--- src/rtl/rfpsw_pkg.sv ---
package rfpsw_pkg;

    localparam int DATA_W = 8;
    localparam int BANK_W = 2;          // two select bits in the status word

    typedef struct packed {
        logic       cy;
        logic       ac;
        logic       f0;
        logic [1:0] rs;
        logic       ov;
        logic       f1;
        logic       p;
    } psw_t;

    typedef struct packed {
        logic cy_en;
        logic cy;
        logic ac_en;
        logic ac;
        logic ov_en;
        logic ov;
    } alu_flags_t;

    typedef struct packed {
        logic              we;
        logic [7:0]        addr;
        logic [DATA_W-1:0] wdata;
    } sfr_byte_req_t;

    typedef struct packed {
        logic       we;
        logic [7:0] addr;
        logic       val;
    } sfr_bit_req_t;

    function automatic logic odd_parity(input logic [DATA_W-1:0] v);
        return ^v;
    endfunction

endpackage

--- src/rtl/rf_storage.sv ---
module rf_storage #(
    parameter int DEPTH  = 32,
    parameter int ADDR_W = 5,
    parameter int DW     = 8
) (
    input  logic              clk,
    input  logic              rst,
    input  logic              hi_we,
    input  logic [ADDR_W-1:0] hi_addr,
    input  logic [DW-1:0]     hi_wdata,
    input  logic              lo_we,
    input  logic [ADDR_W-1:0] lo_addr,
    input  logic [DW-1:0]     lo_wdata,
    input  logic [ADDR_W-1:0] rd_a_addr,
    output logic [DW-1:0]     rd_a_data,
    input  logic [ADDR_W-1:0] rd_b_addr,
    output logic [DW-1:0]     rd_b_data
);
    logic [DW-1:0] cells [DEPTH];

    for (genvar g = 0; g < DEPTH; g++) begin : g_cell
        always_ff @(posedge clk) begin
            if (rst)
                cells[g] <= '0;
            else if (hi_we && hi_addr == ADDR_W'(g))
                cells[g] <= hi_wdata;
            else if (lo_we && lo_addr == ADDR_W'(g))
                cells[g] <= lo_wdata;
        end
    end

    assign rd_a_data = cells[rd_a_addr];
    assign rd_b_data = cells[rd_b_addr];
endmodule

--- src/rtl/rf_bank_map.sv ---
module rf_bank_map #(
    parameter int BANK_W = 2,
    parameter int IDX_W  = 3
) (
    input  logic [BANK_W-1:0]       bank,
    input  logic [IDX_W-1:0]        idx,
    output logic [BANK_W+IDX_W-1:0] addr
);
    assign addr = {bank, idx};
endmodule

--- src/rtl/psw_unit.sv ---
module psw_unit
    import rfpsw_pkg::*;
#(
    parameter logic [7:0] PSW_ADDR = 8'hD0
) (
    input  logic              clk,
    input  logic              rst,
    input  sfr_byte_req_t     byte_req,
    input  sfr_bit_req_t      bit_req,
    input  alu_flags_t        alu,
    input  logic [DATA_W-1:0] acc,
    output psw_t              psw
);
    psw_t       held_q;
    logic [7:0] nxt;
    logic       byte_hit;
    logic       bit_hit;

    assign byte_hit = byte_req.we && (byte_req.addr == PSW_ADDR);
    assign bit_hit  = bit_req.we && (bit_req.addr[7:3] == PSW_ADDR[7:3]);

    always_comb begin
        nxt = held_q;
        if (alu.cy_en) nxt[7] = alu.cy;
        if (alu.ac_en) nxt[6] = alu.ac;
        if (alu.ov_en) nxt[2] = alu.ov;
        if (bit_hit)   nxt[bit_req.addr[2:0]] = bit_req.val;
        if (byte_hit)  nxt = byte_req.wdata;
        nxt[0] = 1'b0;                       // parity is never stored
    end

    always_ff @(posedge clk) begin
        if (rst) held_q <= '0;
        else     held_q <= psw_t'(nxt);
    end

    always_comb begin
        psw   = held_q;
        psw.p = odd_parity(acc);
    end
endmodule

--- src/rtl/bank_regfile_psw.sv ---
module bank_regfile_psw
    import rfpsw_pkg::*;
#(
    parameter int         BANK_REGS = 8,
    parameter logic [7:0] PSW_ADDR  = 8'hD0
) (
    input  logic                                clk,
    input  logic                                rst,
    input  logic [7:0]                          acc_i,
    input  logic                                reg_we,
    input  logic [$clog2(BANK_REGS)-1:0]        reg_idx,
    input  logic [7:0]                          reg_wdata,
    output logic [7:0]                          reg_rdata,
    input  logic                                ram_we,
    input  logic [2+$clog2(BANK_REGS)-1:0]      ram_addr,
    input  logic [7:0]                          ram_wdata,
    output logic [7:0]                          ram_rdata,
    input  logic [7:0]                          sfr_addr,
    input  logic                                sfr_we,
    input  logic [7:0]                          sfr_wdata,
    output logic [7:0]                          sfr_rdata,
    input  logic                                sfr_bit_we,
    input  logic [7:0]                          sfr_bit_addr,
    input  logic                                sfr_bit_val,
    input  logic                                alu_cy_en,
    input  logic                                alu_cy,
    input  logic                                alu_ac_en,
    input  logic                                alu_ac,
    input  logic                                alu_ov_en,
    input  logic                                alu_ov,
    output logic [7:0]                          psw_out,
    output logic [1:0]                          bank_out
);
    localparam int IDX_W  = $clog2(BANK_REGS);
    localparam int ADDR_W = BANK_W + IDX_W;
    localparam int DEPTH  = (1 << BANK_W) * BANK_REGS;

    psw_t              psw;
    sfr_byte_req_t     byte_req;
    sfr_bit_req_t      bit_req;
    alu_flags_t        alu;
    logic [ADDR_W-1:0] reg_addr;

    assign byte_req = '{we: sfr_we, addr: sfr_addr, wdata: sfr_wdata};
    assign bit_req  = '{we: sfr_bit_we, addr: sfr_bit_addr, val: sfr_bit_val};
    assign alu      = '{cy_en: alu_cy_en, cy: alu_cy, ac_en: alu_ac_en,
                        ac: alu_ac, ov_en: alu_ov_en, ov: alu_ov};

    psw_unit #(.PSW_ADDR(PSW_ADDR)) u_psw (
        .clk      (clk),
        .rst      (rst),
        .byte_req (byte_req),
        .bit_req  (bit_req),
        .alu      (alu),
        .acc      (acc_i),
        .psw      (psw)
    );

    rf_bank_map #(.BANK_W(BANK_W), .IDX_W(IDX_W)) u_map (
        .bank (psw.rs),
        .idx  (reg_idx),
        .addr (reg_addr)
    );

    rf_storage #(.DEPTH(DEPTH), .ADDR_W(ADDR_W), .DW(DATA_W)) u_store (
        .clk       (clk),
        .rst       (rst),
        .hi_we     (reg_we),
        .hi_addr   (reg_addr),
        .hi_wdata  (reg_wdata),
        .lo_we     (ram_we),
        .lo_addr   (ram_addr),
        .lo_wdata  (ram_wdata),
        .rd_a_addr (reg_addr),
        .rd_a_data (reg_rdata),
        .rd_b_addr (ram_addr),
        .rd_b_data (ram_rdata)
    );

    assign psw_out   = psw;
    assign bank_out  = psw.rs;
    assign sfr_rdata = (sfr_addr == PSW_ADDR) ? psw : 8'h00;
endmodule

--- config.mk ---
export PLATFORM = sky130hd
export DESIGN_NAME = bank_regfile_psw
export DESIGN_NICKNAME = d
export VERILOG_FILES = /design/src/rtl/rfpsw_pkg.sv /design/src/rtl/rf_storage.sv /design/src/rtl/rf_bank_map.sv /design/src/rtl/psw_unit.sv /design/src/rtl/bank_regfile_psw.sv
export SDC_FILE = /design/constraint.sdc
export NUM_CORES = 1
export LEC_CHECK = 0
export BUFFER_PORTS_ARGS = -buffer_cell sky130_fd_sc_hd__clkbuf_2
export CAP_MARGIN = 40
export CORE_MARGIN = 2
export CORE_UTILIZATION = 40
export DETAILED_ROUTE_END_ITERATION = 8
export SYNTH_ARGS = -nofsm -noshare
export SYNTH_HDL_FRONTEND = slang
export SYNTH_HIERARCHICAL = 1
export SYNTH_SLANG_ARGS = --single-unit
--- constraint.sdc ---
create_clock -name clk -period 3.9 [get_ports clk]
set_clock_uncertainty 0.15 [all_clocks]
set_input_delay 0.585 -clock clk [delete_from_list [all_inputs] [get_ports clk]]
set_output_delay 0.585 -clock clk [all_outputs]
set_load 0.02 [all_outputs]
==> results.sh, run 1 <==
export IMPL_crit_path_start="reg_idx[0]"
export IMPL_synth_top_area_share_pct=46.0
export IMPL_start_util_pct=40.8
export IMPL_arrival_ns=2.84
export IMPL_wl_per_cell_um=32.5
export IMPL_synth_largest_area_cell="edfxtp_1"
export IMPL_cp_required_ns=3.16
export IMPL_power_density_nw_per_um2=372
export IMPL_rsz0062_at_grt="false"
export IMPL_yosys_warnings=6
export IMPL_synth_xor_area_share_pct=0.367
export IMPL_cpMostUsedCell="mux4_2"
export IMPL_drtPass1Iterations=5
export IMPL_syn_instance_count=1083
export IMPL_fin_crit_ns=3.57
export IMPL_die_h_um=208
export IMPL_p_comb_share_pct=15.4
export IMPL_fmax_mhz=280
export IMPL_critPathMaxStageDelay_ns=0.59
export IMPL_tightest_slew_ns=0.981
export IMPL_slowest_stage="mux4_2"
export IMPL_cts_buffer_depth=3
export IMPL_worstSkewPairLatency_ns=0.55
export IMPL_ctsHoldBuffers=0
export IMPL_portBuffers=101
export IMPL_drtIter0Drc=1556
export IMPL_drive_above_1_share_pct=40.5
export IMPL_synth_area_leaders="edfxtp_1 (46%), mux4_2 (22%), a22o_1 (13%)"
export IMPL_maxCapViolations=0
export IMPL_wirelength_mm=56.0
export IMPL_yosysUniqueCellTypes=55
export IMPL_cts_setup_buffers=0
export IMPL_fin_crit_sh_pct=91.6
export IMPL_drc=0
export IMPL_rows=74
export IMPL_multi_input_area_um2=8210
export IMPL_syn_nets=1152
export IMPL_viasPerCell=6.99
export IMPL_outcome="complete, no violations"
export IMPL_cts_tree="done"
export IMPL_dp_hpwl_mm=38.4
export IMPL_grt_pass1_vias=11588
export IMPL_globalplace_congestion=0.852
export IMPL_ctsResizeCount=0
export IMPL_grt_pass1_wl_mm=81.8
export IMPL_max_vdd_ir_drop_mv=0.289
export IMPL_hp_class="input pin to flop"
export IMPL_seq_area_frac_synth_pct=46.8
export IMPL_layout_nets=1237
export IMPL_syn_to_final_growth_pct=14.0
export IMPL_synth_fa_ha_area_share_pct=0
export IMPL_switching_share_pct=26.3
export IMPL_min_from="sfr_wdata[2]"
export IMPL_dieWidth_um=208
export IMPL_seqCellArea_um2=7830
export IMPL_syn_avg_cell_area_um2=15.4
export IMPL_drtAntennaViolNets=0
export IMPL_crit_chain="buf_4, buf_12, mux4_2, mux4_2, mux2_2, clkbuf_2"
export IMPL_cts_root_buf="clkbuf_16"
export IMPL_slew_viol_final=0
export IMPL_antenna_found_initial=1
export IMPL_synth_compound_area_share_pct=20.0
export IMPL_timing_rr_start="u_psw/psw[3]"
export IMPL_slew_headroom_pct=34.6
export IMPL_ys_ff_latch=263
export IMPL_synth_most_common_cell="edfxtp_1"
export IMPL_cts_clk_slew_worst_paths_ns=0.06
export IMPL_grt_max_degree=74
export IMPL_synth_top_family_by_area="multiplexers"
export IMPL_diodes=0
export IMPL_p_total_mw=7.09
export IMPL_netlist_area_um2=16700
export IMPL_io_pins=103
export IMPL_n_fill_cell=3534
export IMPL_setup_violations=0
export IMPL_power_frac_clock_pct=37.9
export IMPL_ys_flop_type="edfxtp_1"
export IMPL_power_internal_mw=5.23
export IMPL_grt_overflow_total=0
export IMPL_p_leak_nw=6.41
export IMPL_die_area_um2=43500
export IMPL_synth_edff_count=256
export IMPL_end_kind="output pin"
export IMPL_core_area_um2=41000
export IMPL_hold_viol=0
export IMPL_seq_power_share_pct=46.7
export IMPL_vias=12025
export IMPL_total_switching_power_mw=1.87
export IMPL_worst_setup_path_start_kind="input pin"
export IMPL_htreeDepth=1
export IMPL_synth_common_cells="edfxtp_1 (256), a22o_1 (248), mux4_2 (160), clkbuf_1 (77), nor3_1 (45)"
export IMPL_clock_sinks=263
export IMPL_synthArstFlopShare_pct=0
export IMPL_numCtsBuffers=29
export IMPL_crit_fanout=21
export IMPL_gr_usage_all_layers_pct=25.6
export IMPL_tns_ns=0
export IMPL_path_class="input pin to output pin"
export IMPL_synth_simple_area_share_pct=5.59
export IMPL_synthMuxAreaShare_pct=23.1
state kept, by name, summed over array words and instances (netlist names):
register	flops
u_psw/psw	7
u_store/cells	256
metrics by stage:
stage	instances	hold WS, ns	instance area (um^2)	setup WS, ns	util [%]
floorplan	1083	0.472	16700	0.698	-
global placement	1655	0.446	18000	0.304	43.9
detailed placement	1668	0.446	18100	0.318	44.2
CTS	1720	0.109	19100	0.312	46.4
global route	1721	0.127	19100	0.245	46.5
finish	1721	0.118	19100	0.326	46.5
path summary, 6_finish.rpt:
kind                               to  slack [ns]  depth (start not counted)
hold / removal           u_psw/psw[2]        0.12                          3
setup / recovery         reg_rdata[0]        0.33                          6
hold reg to reg          u_psw/psw[1]        0.45                          2
setup reg to reg  u_store/cells[9][6]        1.00                          4
cell usage in the layout (no fill, tap or decap), drive strengths merged, types with 11 or more instances in the layout:
master	count
a2111oi	38
a21oi	11
a221o	15
a22o	248
buf	102
clkbuf	133
clkinv	12
edfxtp	256
mux2	19
mux4	160
nand2b	11
nor3	61
logic make-up (layout without fill, tap and decap cells):
group           after synthesis  count (layout)
compound gates              337             337
flops                       263             263
mux                         183             183
buf+inv                     154             260
simple gates                139             139
xor+xnor                      7               7
power groups by stage:
stage	sequential [mW]	clock (mW)	combinational [mW]
after floorplan	3.32	0	0.688
after global routing	3.32	2.82	1.13
after detailed placement	3.37	0	1.07
after global placement	3.36	0	1.05
final	3.31	2.69	1.09
after CTS	3.31	2.70	1.07
layer usage:
metal	part of all wire, %	up-vias	global-route usage [%]
met5	0.023	-	0
met4	3.6	2	8.76
met3	11	103	4.53
met2	45	795	38.0
met1	41	6198	37.8
li1	-	4927	-
cell type report:
cell class                 count  share of cell area [%]
clock inverter                17                   0.853
tap                          532                    3.49
clock buffer                  35                    3.93
inverter                       8                   0.158
sequential                   263                    41.1
multi-input combinational    666                    43.1
timing repair buffer         200                    7.42
critical path: cells and delay by family:
family	cells	cell delay, ns
buf+inv	3	0.81
mux	3	1.42
No activity file was read; power rests on OpenSTA's default activity.
==> run 2: changes to the inputs <==
--- a/config.mk
+++ b/config.mk
@@ -5,11 +5,12 @@
 export SDC_FILE = /design/constraint.sdc
 export NUM_CORES = 1
 export LEC_CHECK = 0
-export BUFFER_PORTS_ARGS = -buffer_cell sky130_fd_sc_hd__clkbuf_2
 export CAP_MARGIN = 40
 export CORE_MARGIN = 2
 export CORE_UTILIZATION = 40
 export DETAILED_ROUTE_END_ITERATION = 8
+export DONT_BUFFER_PORTS = 1
+export RECOVER_POWER = 50
 export SYNTH_ARGS = -nofsm -noshare
 export SYNTH_HDL_FRONTEND = slang
 export SYNTH_HIERARCHICAL = 1
==> run 2 against run 1 <==
  * The flow now finishes with violations (max-capacitance violations, max-slew violations)
  * Sequential power barely moved
  * Hold slack got worse by 0.11 ns
  * Utilization fell by 2.9 points
  * Register-to-register slack got worse by 0.45 ns
  * Clock power barely moved
  * Critical path type is now flop to flop
  * Largest cell class unchanged
==> results.sh, run 2 (synthesis results as in run 1) <==
export IMPL_largest_reg_flops=256
export IMPL_wl_per_cell_um=36.4
export IMPL_rsz0062_at_grt="false"
export IMPL_violations="max-capacitance violations, max-slew violations"
export IMPL_fmax_mhz=298
export IMPL_viasPerCell=7.35
export IMPL_dieWidth_um=208
export IMPL_cts_tree="done"
export IMPL_drtIter0Drc=1787
export IMPL_fin_hold_ws_ns=0.00546
export IMPL_grt_overflow_total=0
export IMPL_power_density_nw_per_um2=378
export IMPL_syn_to_final_growth_pct=6.76
export IMPL_portBuffers=0
export IMPL_end_kind="flop"
export IMPL_p_leak_nw=5.62
export IMPL_met3_usage_pct=6.87
export IMPL_maxCapViolations=1
export IMPL_clock_sinks=263
export IMPL_outcome="finished with violations"
export IMPL_setup_slack_ns=0.546
export IMPL_grt_busiest_layer="met2"
export IMPL_die_area_um2=43500
export IMPL_regMostFlops="u_store/cells"
export IMPL_hp_class="input pin to flop"
export IMPL_slew_headroom_pct=-9.33
export IMPL_globalplace_congestion=0.896
export IMPL_drive_above_1_share_pct=29.0
export IMPL_wirelength_mm=57.4
export IMPL_p_total_mw=6.75
export IMPL_rows=74
export IMPL_dp_cells=1522
export IMPL_cts_buffer_depth=3
export IMPL_tightest_slew_ns=1.64
export IMPL_place_area_um2=17100
export IMPL_use_met1_pct=36.6
export IMPL_cts_clk_slew_worst_paths_ns=0.06
export IMPL_ctsResizeCount=0
export IMPL_worstSkewPairLatency_ns=0.57
export IMPL_io_pins=103
export IMPL_layout_commonest_cell="edfxtp_1"
export IMPL_dp_hpwl_mm=36.2
export IMPL_worst_setup_path_start_kind="flop"
export IMPL_drc=0
export IMPL_drtAntennaViolNets=0
export IMPL_fin_crit_sh_pct=86.0
export IMPL_crit_fanout=23
export IMPL_layout_nets=1092
export IMPL_drtPass1Iterations=6
export IMPL_max_vdd_ir_drop_mv=0.316
export IMPL_path_class="flop to flop"
export IMPL_final_util_pct=43.5
export IMPL_post_route_cell_area_um2=17900
export IMPL_htreeDepth=1
export IMPL_grt_use_met2_pct=39.0
export IMPL_final_cell_mix="edfxtp_1 (256), a22o_1 (248), mux4_2 (160)"
export IMPL_cts_setup_buffers=0
export IMPL_grt_max_degree=74
export IMPL_vias=11572
export IMPL_core_area_um2=41000
export IMPL_ctsHoldBuffers=2
export IMPL_grt_pass1_vias=11132
export IMPL_tns_ns=0
export IMPL_grt_pass1_wl_mm=82.6
export IMPL_start_util_pct=40.8
export IMPL_cts_root_buf="clkbuf_16"
export IMPL_setup_violations=0
export IMPL_antenna_found_initial=1
export IMPL_slew_viol_final=9
export IMPL_diodes=0
export IMPL_arrival_ns=3.61
export IMPL_cp_required_ns=4.16
export IMPL_die_h_um=208
export IMPL_gr_usage_all_layers_pct=26.2
export IMPL_numCtsBuffers=29
export IMPL_hold_viol=0
export IMPL_final_cells=1575
export IMPL_fin_crit_ns=3.35
export IMPL_pre_cts_slack_ns=1.06
-- run 2: final timing paths --
| kind | start | end | slack [ns] | cells past startpoint |
|---|---|---|---|---|
| max | u_psw/psw[3] | u_store/cells[31][3] | 0.55 | 3 |
| min reg2reg | u_psw/psw[1] | u_psw/psw[1] | 0.55 | 2 |
| max reg2reg | u_psw/psw[3] | u_store/cells[31][3] | 0.55 | 3 |
| min | sfr_wdata[6] | u_psw/psw[6] | 0.005 | 2 |
-- run 2: layout make-up --
| class | instances | area, um^2 |
|---|---|---|
| clock buffer | 38 | 800 |
| clock inverter | 13 | 118 |
| fill | 3571 | 23200 |
| inverter | 8 | 30.0 |
| multi-input combinational | 666 | 8070 |
| sequential | 263 | 7830 |
| tap | 532 | 666 |
| timing repair buffer | 55 | 349 |
-- run 2: where the power goes --
| group | switching, mW | total, mW | internal [mW] | leakage [nW] |
|---|---|---|---|---|
| Clock | 1.13 | 2.69 | 1.56 | 0.455 |
| Combinational | 0.389 | 0.740 | 0.351 | 2.51 |
| Sequential | 0.0802 | 3.31 | 3.23 | 2.66 |
| Total | 1.60 | 6.75 | 5.14 | 5.62 |
-- run 2: metal layers --
| metal | share of wire (%) | vias to the layer above |
|---|---|---|
| li1 | - | 4633 |
| met1 | 39 | 6033 |
| met2 | 45 | 806 |
| met3 | 12 | 100 |
| met4 | 3.8 | 0 |
| met5 | 0 | - |
-- run 2: worst max-delay path, stage by stage (launching register included) --
cell and delay, ns:
dfxtp_1 0.75, and4_1 0.57, a2111oi_1 1.44, a22o_1 0.26
==> run 3: changes to the inputs <==
==> constraint.sdc (replaced) <==
create_clock -name clk -period 3.9 [get_ports clk]
set_clock_uncertainty 0.15 [all_clocks]
set_input_delay 0.585 -clock clk [delete_from_list [all_inputs] [get_ports clk]]
set_output_delay 0.585 -clock clk [all_outputs]
set_load 0.1 [all_outputs]
==> run 3 against run 2 <==
  * The flow still finishes with violations (max-capacitance violations, max-slew violations)
  * Sequential power about the same
  * Design area up 1.2%
  * Wire length rose by 1.7%
  * Hold slack improved by 0.016 ns
  * Cell count grew 1.1%
  * Die area did not move
  * Register-to-register slack worse by 0.23 ns
  * Total power is 6.1% higher
  * Fmax is 6.5% lower
  * Clock-buffer cell count down 1
  * Critical path depth decreased by 1
==> results.sh, run 3 (synthesis results as in run 1) <==
export IMPL_outcome="finished with violations"
export IMPL_violations="max-capacitance violations, max-slew violations"
export IMPL_rsz0062_at_grt="false"
export IMPL_power_frac_clock_pct=40.4
export IMPL_p_leak_nw=5.81
export IMPL_drtPass1Iterations=6
export IMPL_power_internal_mw=5.29
export IMPL_p_comb_share_pct=13.3
export IMPL_final_cell_mix="edfxtp_1 (256), a22o_1 (248), mux4_2 (160)"
export IMPL_cts_buffer_depth=3
export IMPL_antenna_found_initial=6
export IMPL_final_cells=1592
export IMPL_portBuffers=0
export IMPL_drive_above_1_share_pct=30.1
export IMPL_syn_to_final_growth_pct=8.03
export IMPL_clock_sinks=263
export IMPL_maxCapViolations=4
export IMPL_grt_max_degree=74
export IMPL_dieWidth_um=208
export IMPL_dp_cells=1536
export IMPL_tightest_slew_ns=2.33
export IMPL_slew_viol_final=36
export IMPL_met1_length_mm=23.0
export IMPL_dp_hpwl_mm=36.3
export IMPL_regMostFlops="u_store/cells"
export IMPL_core_area_um2=41000
export IMPL_drc=0
export IMPL_start_util_pct=40.8
export IMPL_dr_max_layer_used="met5"
export IMPL_layout_nets=1106
export IMPL_layout_commonest_cell="edfxtp_1"
export IMPL_met2_length_mm=26.0
export IMPL_io_pins=103
export IMPL_arrival_ns=3.64
export IMPL_rows=74
export IMPL_fin_crit_sh_pct=92.0
export IMPL_cts_root_buf="clkbuf_16"
export IMPL_gr_usage_all_layers_pct=26.3
export IMPL_fin_crit_ns=3.59
export IMPL_switching_share_pct=26.1
export IMPL_end_kind="flop"
export IMPL_grt_pass1_wl_mm=83.3
export IMPL_grt_overflow_total=0
export IMPL_tns_ns=0
export IMPL_cts_clk_slew_worst_paths_ns=0.06
export IMPL_hold_viol=0
export IMPL_wl_per_cell_um=36.6
export IMPL_diodes=0
export IMPL_viasPerCell=7.40
export IMPL_ctsHoldBuffers=1
export IMPL_power_density_nw_per_um2=396
export IMPL_drtIter0Drc=1568
export IMPL_wirelength_mm=58.3
export IMPL_worst_setup_path_start_kind="flop"
export IMPL_drtAntennaViolNets=0
export IMPL_hp_class="input pin to flop"
export IMPL_globalplace_congestion=0.903
export IMPL_worstSkewPairLatency_ns=0.57
export IMPL_largest_reg_flops=256
export IMPL_die_h_um=208
export IMPL_p_total_mw=7.15
export IMPL_seq_power_share_pct=46.3
export IMPL_total_switching_power_mw=1.87
export IMPL_vias=11776
export IMPL_ctsResizeCount=0
export IMPL_grt_pass1_vias=11328
export IMPL_max_vdd_ir_drop_mv=0.246
export IMPL_cts_setup_buffers=0
export IMPL_numCtsBuffers=30
export IMPL_crit_fanout=31
export IMPL_htreeDepth=1
export IMPL_cp_required_ns=3.96
export IMPL_fmax_mhz=279
export IMPL_slew_headroom_pct=-59.1
export IMPL_die_area_um2=43500
export IMPL_cts_tree="done"
export IMPL_path_class="flop to flop"
export IMPL_met3_length_mm=7.51
export IMPL_setup_violations=0
## run 3: final cells by class
class	count	area (um^2)
flip-flops and latches	263	7840
repair buffers	68	423
well taps	532	666
inverters	8	30.0
fillers	3584	22900
multi-input cells	666	8130
clock inverters	18	186
clock buffers	37	798
## run 3: layer usage
layer,GRT usage [%],vias to the layer above
met2,39.3,861
met3,7.26,107
met4,7.89,2
met5,0,-
li1,-,4669
met1,37.5,6137
## run 3: critical path, cell delays in order (launching register included)
cell and delay, ns:
dfxtp_4 0.52, nor4b_1 1.74, a221o_1 0.79
## run 3: final timing paths
kind	to	start	depth (start not counted)	slack, ns
worst min-delay path	u_psw/psw[2]	sfr_wdata[2]	2	0.02
worst max register to register	u_store/cells[2][4]	u_psw/psw[4]	2	0.31
worst max-delay path	u_store/cells[2][4]	u_psw/psw[4]	2	0.31
worst min register to register	u_psw/psw[3]	u_psw/psw[3]	2	0.63
## run 3: power groups by stage
stage | combinational, mW | sequential, mW | clock [mW]
floorplan | 0.883 | 3.34 | 0
global placement | 0.942 | 3.36 | 0
detailed placement | 0.953 | 3.36 | 0
CTS | 0.959 | 3.30 | 2.90
global route | 0.967 | 3.32 | 3.01
finish | 0.951 | 3.31 | 2.89
## run 3: stage by stage
stage	cell area [um^2]	util, %	worst slack [ns]	hold WS [ns]
after floorplan	16700	-	0.246	0.504
after global placement	17200	42.0	0.918	0.509
after detailed placement	17300	42.2	0.914	0.507
after CTS	18300	44.6	0.523	0.0172
after global routing	18100	44.0	0.261	0.0318
final	18100	44.0	0.313	0.0218
